<file path="src/rtl/vqms_pkg.sv">
`timescale 1ns/1ps
package vqms_pkg;

    // Default array size and error width
    localparam int unsigned DEF_NUM_ELEM = 8;
    localparam int unsigned DEF_ERR_W    = 8;
    // Extra bits of the filter arithmetic over the stored error width
    localparam int unsigned ACC_GUARD    = 3;

    typedef enum logic {
        ORD_FIRST  = 1'b0,
        ORD_SECOND = 1'b1
    } shape_order_t;

    // Requested level, limited to the number of elements
    function automatic int unsigned sat_level(input int unsigned req,
                                              input int unsigned n_elem);
        return (req > n_elem) ? n_elem : req;
    endfunction

    // Bits needed to hold a count 0..n
    function automatic int unsigned count_bits(input int unsigned n);
        return $clog2(n + 1);
    endfunction

endpackage

</file>
<file path="src/rtl/vqms_elem_loop.sv">
`timescale 1ns/1ps
// One noise-shaping loop: error history and loop filter for a single element
module vqms_elem_loop
    import vqms_pkg::*;
#(
    parameter int unsigned ERR_W = DEF_ERR_W,
    parameter int unsigned ACC_W = DEF_ERR_W + ACC_GUARD
) (
    input  logic                    clk,
    input  logic                    rst,
    input  shape_order_t            order,
    input  logic                    pick,      // quantized output x_i
    input  logic signed [ACC_W-1:0] y_val,     // offset-removed value y_i
    output logic signed [ACC_W-1:0] filt_out   // loop-filter output t_i
);

    localparam logic signed [ACC_W-1:0] ERR_MAX = ACC_W'((1 << (ERR_W - 1)) - 1);
    localparam logic signed [ACC_W-1:0] ERR_MIN = -ACC_W'(1 << (ERR_W - 1));

    logic signed [ERR_W-1:0] err_d1, err_d2;
    logic signed [ACC_W-1:0] err_now;
    logic signed [ACC_W-1:0] d1_ext, d2_ext;
    logic signed [ACC_W-1:0] pick_ext;

    assign pick_ext = pick ? ACC_W'(1) : '0;
    assign err_now  = pick_ext - y_val;

    always_ff @(posedge clk) begin
        if (rst) begin
            err_d1 <= '0;
            err_d2 <= '0;
        end else begin
            err_d1 <= ERR_W'(err_now);
            err_d2 <= err_d1;
        end
    end

    assign d1_ext = {{(ACC_W-ERR_W){err_d1[ERR_W-1]}}, err_d1};
    assign d2_ext = {{(ACC_W-ERR_W){err_d2[ERR_W-1]}}, err_d2};

    always_comb begin
        unique case (order)
            ORD_SECOND: filt_out = d2_ext - (d1_ext + d1_ext);
            default:    filt_out = -d1_ext;
        endcase
    end

    // new error must fit the stored width
    p_no_overflow_r9: assert property (@(posedge clk) disable iff (rst)
        (err_now <= ERR_MAX) && (err_now >= ERR_MIN));

endmodule

</file>
<file path="src/rtl/vqms_floor.sv">
`timescale 1ns/1ps
// Common offset removal: subtract the smallest filter output from every loop
module vqms_floor #(
    parameter int unsigned N = 8,
    parameter int unsigned W = 11
) (
    input  logic                clk,
    input  logic                rst,
    input  logic signed [W-1:0] filt [N],
    output logic signed [W-1:0] y_val [N]
);

    logic signed [W-1:0] floor_v;
    logic [N-1:0]        at_floor;

    always_comb begin
        floor_v = filt[0];
        for (int i = 1; i < N; i++) begin
            if (filt[i] < floor_v) floor_v = filt[i];
        end
    end

    for (genvar i = 0; i < N; i++) begin : g_sub
        assign y_val[i]    = filt[i] - floor_v;
        assign at_floor[i] = (y_val[i] == '0);
    end

    // after offset removal at least one element sits at zero
    p_floor_hit_r8: assert property (@(posedge clk) disable iff (rst)
        at_floor != '0);

endmodule

</file>
<file path="src/rtl/vqms_rank.sv">
`timescale 1ns/1ps
// Comparison-count ranking: rank = number of elements that beat this one
module vqms_rank #(
    parameter int unsigned N   = 8,
    parameter int unsigned W   = 11,
    parameter int unsigned CNT = 4
) (
    input  logic                clk,
    input  logic                rst,
    input  logic signed [W-1:0] y_val [N],
    input  logic [CNT-1:0]      k_eff,
    output logic [N-1:0]        sel
);

    logic [CNT-1:0] rank [N];

    for (genvar i = 0; i < N; i++) begin : g_rank
        always_comb begin
            rank[i] = '0;
            for (int j = 0; j < N; j++) begin
                if (j != i) begin
                    if ((y_val[j] > y_val[i]) ||
                        ((y_val[j] == y_val[i]) && (j < i)))
                        rank[i] = rank[i] + CNT'(1);
                end
            end
        end
        assign sel[i] = (rank[i] < k_eff);
    end

    // Order check: no unselected element may exceed a selected one
    logic order_ok;
    always_comb begin
        order_ok = 1'b1;
        for (int a = 0; a < N; a++) begin
            for (int b = 0; b < N; b++) begin
                if (sel[a] && !sel[b] && (y_val[b] > y_val[a])) order_ok = 1'b0;
            end
        end
    end

    // chosen elements hold the largest values
    p_largest_first_r4: assert property (@(posedge clk) disable iff (rst)
        order_ok);

    // ranking picks exactly k_eff elements
    p_pick_count_r2: assert property (@(posedge clk) disable iff (rst)
        $countones(sel) == int'(k_eff));

endmodule

</file>
<file path="src/rtl/vq_mismatch_shaper.sv">
`timescale 1ns/1ps
module vq_mismatch_shaper
    import vqms_pkg::*;
#(
    parameter int unsigned NUM_ELEM = DEF_NUM_ELEM,
    parameter int unsigned ERR_W    = DEF_ERR_W
) (
    input  logic                                   clk,
    input  logic                                   rst,
    input  logic                                   order_sel,
    input  logic [$clog2(NUM_ELEM+1)-1:0]          level,
    output logic [NUM_ELEM-1:0]                    elem_en
);

    localparam int unsigned LVL_W = count_bits(NUM_ELEM);
    localparam int unsigned ACC_W = ERR_W + ACC_GUARD;

    shape_order_t            order;
    logic [LVL_W-1:0]        k_eff;
    logic signed [ACC_W-1:0] filt  [NUM_ELEM];
    logic signed [ACC_W-1:0] y_val [NUM_ELEM];
    logic [NUM_ELEM-1:0]     sel;

    assign order = shape_order_t'(order_sel);
    assign k_eff = LVL_W'(sat_level(int'(level), NUM_ELEM));

    for (genvar i = 0; i < NUM_ELEM; i++) begin : g_loop
        vqms_elem_loop #(
            .ERR_W (ERR_W),
            .ACC_W (ACC_W)
        ) u_loop (
            .clk      (clk),
            .rst      (rst),
            .order    (order),
            .pick     (sel[i]),
            .y_val    (y_val[i]),
            .filt_out (filt[i])
        );
    end

    vqms_floor #(
        .N (NUM_ELEM),
        .W (ACC_W)
    ) u_floor (
        .clk   (clk),
        .rst   (rst),
        .filt  (filt),
        .y_val (y_val)
    );

    vqms_rank #(
        .N   (NUM_ELEM),
        .W   (ACC_W),
        .CNT (LVL_W)
    ) u_rank (
        .clk   (clk),
        .rst   (rst),
        .y_val (y_val),
        .k_eff (k_eff),
        .sel   (sel)
    );

    always_ff @(posedge clk) begin
        if (rst) elem_en <= '0;
        else     elem_en <= sel;
    end

    // first edge after release still shows the cleared output
    p_reset_clear_r1: assert property (@(posedge clk) disable iff (rst)
        $fell(rst) |-> (elem_en == '0));

    // registered enable count follows the saturated level one cycle later
    p_count_follows_r2: assert property (@(posedge clk) disable iff (rst)
        !rst |=> ($countones(elem_en) == int'($past(k_eff))));

    // oversize level turns every element on
    p_saturate_r3: assert property (@(posedge clk) disable iff (rst)
        (int'(level) > NUM_ELEM) |=> (&elem_en));

endmodule

</file>
<file path="config.mk">
export PLATFORM = sky130hd
export DESIGN_NAME = vq_mismatch_shaper
export DESIGN_NICKNAME = d
export VERILOG_FILES = /design/src/rtl/vqms_pkg.sv /design/src/rtl/vqms_elem_loop.sv /design/src/rtl/vqms_floor.sv /design/src/rtl/vqms_rank.sv /design/src/rtl/vq_mismatch_shaper.sv
export SDC_FILE = /design/constraint.sdc
export NUM_CORES = 1
export LEC_CHECK = 0
export BUFFER_PORTS_ARGS = -buffer_cell sky130_fd_sc_hd__buf_2
export CAP_MARGIN = 30
export CORE_ASPECT_RATIO = 0.75
export CORE_MARGIN = 1.5
export CORE_UTILIZATION = 30
export DETAILED_ROUTE_END_ITERATION = 16
export GPL_ROUTABILITY_DRIVEN = 0
export PLACE_DENSITY = 0.46
export REMOVE_ABC_BUFFERS = 1
export SLEW_MARGIN = 0
export SYNTH_ARGS = -nofsm -noshare
export SYNTH_HDL_FRONTEND = slang
export SYNTH_SLANG_ARGS = --single-unit
</file>
<file path="constraint.sdc">
create_clock -name clk -period 55.8 [get_ports clk]
set_clock_uncertainty 0.15 [all_clocks]
set_input_delay 13.95 -clock clk [delete_from_list [all_inputs] [get_ports clk]]
set_output_delay 13.95 -clock clk [all_outputs]
set_load 0.02 [all_outputs]
</file>
# --- After elaboration in Yosys (flattened, before gate mapping) ---
# Index checks and enable logic that the tools add are counted.
classes:
  eq_ne: 28
  n_reduce_logical: 28
  mux: 80
  magnitude_cmp: 72
  addsub: 88
ops:
  columns: ["operator", "count"]
  rows:
  - ["$gt A11 B11 Y1", 56]
  - ["$eq A11 B11 Y1", 28]
  - ["$mux W4", 49]
  - ["$add A4 B1 Y4 const B", 48]
  - ["$mux W11", 15]
  - ["$neg A8 Y11", 8]
  - ["$sub A11 B11 Y11", 8]
  - ["$sub A8 B9 Y10", 8]
  - ["$lt A11 B11 Y1", 7]
  - ["$add A8 B8 Y9", 8]
  - ["$sub A8 B8 Y8", 8]
  - ["$lt A4 B4 Y1", 8]
  - ["$logic_or A1 B1 Y1", 28]
  - ["$mux W1", 16]
  - ["$gt A4 B4 Y1 const B", 1]
totals:
  wordCells: 313
  register_bits: 136
  inputBits: 7
  out_inout_bits: 8

# --- Depth between registers and ports, before layout ---
logic_depth:
  depth_word: 36
  depth_mapped: 152
  depth_no_buf: 141

# --- Cells and area by module ---
# A second synthesis with hierarchy kept.
unflattened:
  hier_cells: 3490
  area_unflattened_um2: 27365.0
by_module_without_submodules:
  columns: ["module", "seq_area_each_um2", "n_inst", "area_each_um2", "cells_each"]
  rows:
  - ["vqms_rank", 0.0, 1, 11741.3, 1507]
  - ["vqms_elem_loop", 320.3, 8, 1166.1, 147]
  - ["vqms_floor", 0.0, 1, 6062.1, 787]
  - ["vq_mismatch_shaper", 160.2, 1, 232.7, 20]

# --- Least setup slack after synthesis ---
# OpenSTA, ideal clock, no wires.
synth_path:
  path_type: "in2reg"
  start: "input order_sel"
  end: "register g_loop[1].u_loop.err_d1[7]"
  setup_time_ns: 0.128
  path_slack_ns: 13.062
  path_buffers: 22
  arrival_time_ns: 42.461
  t_required_ns: 55.522
  cell_stages: 142
  path_cell_list: "clkbuf_1 -> clkbuf_1 -> buf_1 -> clkbuf_1 -> clkbuf_1 -> buf_2 -> buf_2 -> buf_2 -> buf_1 -> clkbuf_1 -> buf_1 -> clkbuf_1 -> o21a_1 -> inv_1 -> ha_1 -> nor4bb_1 -> o41ai_1 -> o41ai_2 -> (+106 left out) -> mux2_2 -> ha_1 -> inv_1 -> nor2_1 -> xor2_1 -> xnor2_1 -> xnor2_1 -> ha_1 -> a21o_1 -> a21oi_1 -> nand2_1 -> ha_1 -> inv_1 -> and3_1 -> nand3_1 -> nor3_1 -> xnor2_1 -> nor2_1"
synth_via:
  elab_chain_len: 34
  word_cells_on_any_way: 55
  cone_classes: "add/sub (15); order compare (15); eq/ne (1); mux (23); reduce/logical (1)"
synth_rtl:
  columns: ["item", "line_no", "text"]
  rows:
  - ["from (decl)", "vq_mismatch_shaper.sv:10", "input logic order_sel,"]
  - ["$mux W11", "vqms_elem_loop.sv:42", "unique case (order)"]
  - ["$lt A11 B11 Y1", "vqms_floor.sv:19", "if (filt[i] < floor_v) floor_v = filt[i];"]
  - ["$mux W11", "vqms_floor.sv:19", null]
  - ["$lt A11 B11 Y1", "vqms_floor.sv:19", null]
  - ["$mux W11", "vqms_floor.sv:19", null]
  - ["$lt A11 B11 Y1", "vqms_floor.sv:19", null]
  - ["$mux W11", "vqms_floor.sv:19", null]
  - ["$lt A11 B11 Y1", "vqms_floor.sv:19", null]
  - ["(+18 left out)", null, null]
  - ["$mux W4", "vqms_rank.sv:22", "if ((y_val[j] > y_val[i]) ||"]
  - ["$add A4 B1 Y4", "vqms_rank.sv:24", "rank[i] = rank[i] + CNT'(1);"]
  - ["$mux W4", "vqms_rank.sv:22", null]
  - ["$add A4 B1 Y4", "vqms_rank.sv:24", null]
  - ["$mux W4", "vqms_rank.sv:22", null]
  - ["$lt A4 B4 Y1", "vqms_rank.sv:28", "assign sel[i] = (rank[i] < k_eff);"]
  - ["$mux W1", "vqms_elem_loop.sv:25", "assign pick_ext = pick ? ACC_W'(1) : '0;"]
  - ["$sub A8 B8 Y8 *", "vqms_elem_loop.sv:26", "assign err_now = pick_ext - y_val;"]
  - ["to (signal assigned)", "vqms_elem_loop.sv:33", "err_d1 <= ERR_W'(err_now);"]
  - ["to (decl)", "vqms_elem_loop.sv:20", "logic signed [ERR_W-1:0] err_d1, err_d2;"]
# Every way passes the cells marked *; elsewhere a longest branch is shown, timed or not.
# A chain may end at the register's enable or synchronous reset.

# --- Worst setup path in the final report ---
layout_path:
  start: "input order_sel"
  end: "register g_loop[4].u_loop.err_d1[6]"
layout_via:
  elab_chain_len: 34
  word_cells_on_any_way: 61
  cone_classes: "add/sub (15); order compare (15); eq/ne (4); mux (23); reduce/logical (4)"
layout_rtl:
  columns: ["item", "line_no"]
  rows:
  - ["$mux W11", "vqms_elem_loop.sv:42"]
  - ["$lt A11 B11 Y1", "vqms_floor.sv:19"]
  - ["$mux W11", "vqms_floor.sv:19"]
  - ["$lt A11 B11 Y1", "vqms_floor.sv:19"]
  - ["$mux W11", "vqms_floor.sv:19"]
  - ["$lt A11 B11 Y1", "vqms_floor.sv:19"]
  - ["$mux W11", "vqms_floor.sv:19"]
  - ["$lt A11 B11 Y1", "vqms_floor.sv:19"]
  - ["(+18 left out)", null]
  - ["$mux W4", "vqms_rank.sv:22"]
  - ["$add A4 B1 Y4", "vqms_rank.sv:24"]
  - ["$mux W4", "vqms_rank.sv:22"]
  - ["$add A4 B1 Y4", "vqms_rank.sv:24"]
  - ["$mux W4", "vqms_rank.sv:22"]
  - ["$lt A4 B4 Y1", "vqms_rank.sv:28"]
  - ["$mux W1", "vqms_elem_loop.sv:25"]
  - ["$sub A8 B8 Y8 *", "vqms_elem_loop.sv:26"]
  - ["to (signal assigned)", "vqms_elem_loop.sv:33"]
  - ["to (decl)", "vqms_elem_loop.sv:20"]
# Marks and branches as above.

==> results.toml <==
[synthesis]
yosysWarnings = 0
yosysUniqueCellTypes = 117
avgSynthCellArea_um2 = 7.40
muxShareOfSynthArea_pct = 2.69
synth-edff-count = 0
synth_top_family_by_area = "compound AO/OA/AOI/OAI gates"
synthXorXnorAreaFrac_pct = 13.4
synth_top_flop_cell = "dfxtp_1"
synth-seq-cells = 136
yosysTopAreaCell = "ha_1"
netlist_instances = 4009
async_reset_ff_share_pct = 0
synth_top_area_share_pct = 18.7
synthAdderAreaFrac_pct = 21.0
seq_area_frac_synth_pct = 9.18
synth_area_um2 = 29700
synthSimpleGateAreaFrac_pct = 22.6
netlist_top_cells_area = "ha_1 (19%), xnor2_1 (9.4%), dfxtp_1 (9.2%)"
synth_compound_area_share_pct = 25.3

[critical_path]
crit_required_ns = 56.04
arrival_ns = 44.86
critPathMaxStageDelay_ns = 0.78
path_class = "input pin to register"
critPathLaunchType = "input pin"
worstSetupEndpointType = "register"
crit_fanout = 51
crit_slowest_cell = "mux2i_1"
cpMostUsedCell = "ha_1"
r2r_cells = 126

[drt]
antenna_left = 0
vias_per_cell = 5.84
vias = 31317
remaining_drc_errors = 0
drt_iter0_markers = 3977
wl_per_cell_um = 25.2
first_pass_iters = 6
drt-total-wl_um = 135000

[timing]
final_hold_viol_count = 0
setup_viol = 0
period_needed_ns = 44.62
min_period_over_period_pct = 80.0
tightest_slew_ns = 1.12
final-max-slew-violation-count = 0
fmax_mhz = 22.4
relSlewSlack_pct = 23.4
rsz0062_at_grt = "false"
finalWorstSetupSlack_ns = 11.18
tns_ns = 0

[cells_and_area]
layoutNonFillerInstCount = 5365
area_growth_pct = 9.60
drive_gt1_share_pct = 8.25
fin_nets = 4491
seqCellArea_um2 = 2720
multi_input_area_um2 = 25300
final_common_cell = "ha_1"
final_cell_mix = "ha_1 (444), nor2_1 (406), xnor2_1 (315)"
fillers = 10568

[worst_hold_path]
hp-class = "register to register"
whs_path_depth = 2

[placement]
dp_hpwl_um = 111000
place_inst = 5329
io_buffers = 14
pre_cts_ws_ns = 11.65

[floorplanning]
fp.dieH_um = 275
fp.dieW_um = 366
die-area_um2 = 101000
num_io_pins = 15
core_area_um2 = 97600
initial_utilization_pct = 30.4
row_count = 99

[global_routing]
grt.overflow.total = 0
grt_antenna_before_repair = 4
grt_pass1_vias = 28441
grt_start_max_net_pins = 80
grt_usage_pct = 26.1
grt_pass1_wl_um = 195000

[job]
max-cap-violations = 0

[clock_network]
clock-sinks = 136
numCtsBuffers = 17
postCtsSetupBuffers = 0
clockBufferDepth = 2
h-tree-depth = 4
clk_pin_slew_ns = 0.08
clk_latency_ns = 0.53
ctsRootBufferMaster = "clkbuf_16"
cts_hold_buf = 0
cts_tree = "built"
post_cts_resized = 0

[status]
status = "completed"
[final cells by class]
cell class,instances,area share (%)
antenna,4,0.0308
clock buffer,18,1.35
clock inverter,14,0.535
inverter,303,3.50
multi-input combinational,3427,77.8
sequential,136,8.38
tap,1313,5.05
timing repair buffer,150,3.38
[cells in the mapped netlist, types with 27 or more instances]
master / count
xnor2_1: 317
nor2_1: 407
o21ai_0: 213
clkbuf_1: 83
inv_1: 285
nor4_1: 36
a21boi_0: 28
a21o_1: 49
and2_1: 32
mux2_2: 30
o211ai_1: 49
mux2i_1: 40
nand2_1: 281
nor2b_1: 72
nand4_1: 65
a21oi_1: 223
maj3_1: 53
o21a_1: 40
xor2_1: 77
nor3_1: 108
dfxtp_1: 136
buf_2: 36
or3_1: 27
and3_1: 43
o21bai_1: 27
a31oi_1: 54
a211oi_1: 35
ha_1: 444
nand2b_1: 97
nand3_1: 103
[cell families (layout without fill, tap and decap cells)]
family / after synthesis / after routing
compound gates: 1067 / 1067
xor+xnor: 419 / 419
fa+ha+maj: 506 / 506
buf+inv: 446 / 485
flops: 136 / 136
mux: 74 / 74
other cells: 0 / 4
simple gates: 1361 / 1361
[worst max-delay path: cells and delay by family]
family                     cells  cell delay [ns]
adders and majority gates     15             4.68
buffers and inverters         13             3.27
xor gates and xnor gates       5             1.01
muxes                          6             2.65
AOI/OAI and AO/OA             53            13.39
and+or+nand+nor               30             5.80
[state kept, by name, indices dropped and copies added, names as in the netlist]
| name | flops |
|---|---|
| elem_en | 8 |
| g_loop.u_loop.err_d1 | 64 |
| g_loop.u_loop.err_d2 | 64 |
[path summary, 6_finish.rpt]
path                                                  from                    endpoint  slack [ns]
worst max-delay path                             order_sel  g_loop[4].u_loop.err_d1[6]       11.18
worst min-delay path            g_loop[0].u_loop.err_d1[6]  g_loop[0].u_loop.err_d2[6]        0.35
worst min register to register  g_loop[0].u_loop.err_d1[6]  g_loop[0].u_loop.err_d2[6]        0.35
worst max register to register  g_loop[1].u_loop.err_d1[1]  g_loop[4].u_loop.err_d1[6]       23.74
[per-stage QoR]
stage               area, um2  hold WS [ns]  utilization [%]
floorplan               29100         0.299                -
global placement        31900         0.350             32.7
detailed placement      31900         0.358             32.7
CTS                     32500         0.356             33.3
global route            32500         0.389             33.3
finish                  32500         0.347             33.3
[per-layer routing]
metal  global-route usage [%]  vias up  wire, um
met5                        0        -        25
met4                     7.16        4      3470
met3                     7.91      203     16400
met2                     34.8     1562     49700
met1                     39.3    14836     65900
li1                         -    14712         -
Power is not shown: default switching activity piles up to over one toggle a cycle in this logic, so the estimate is an artifact.
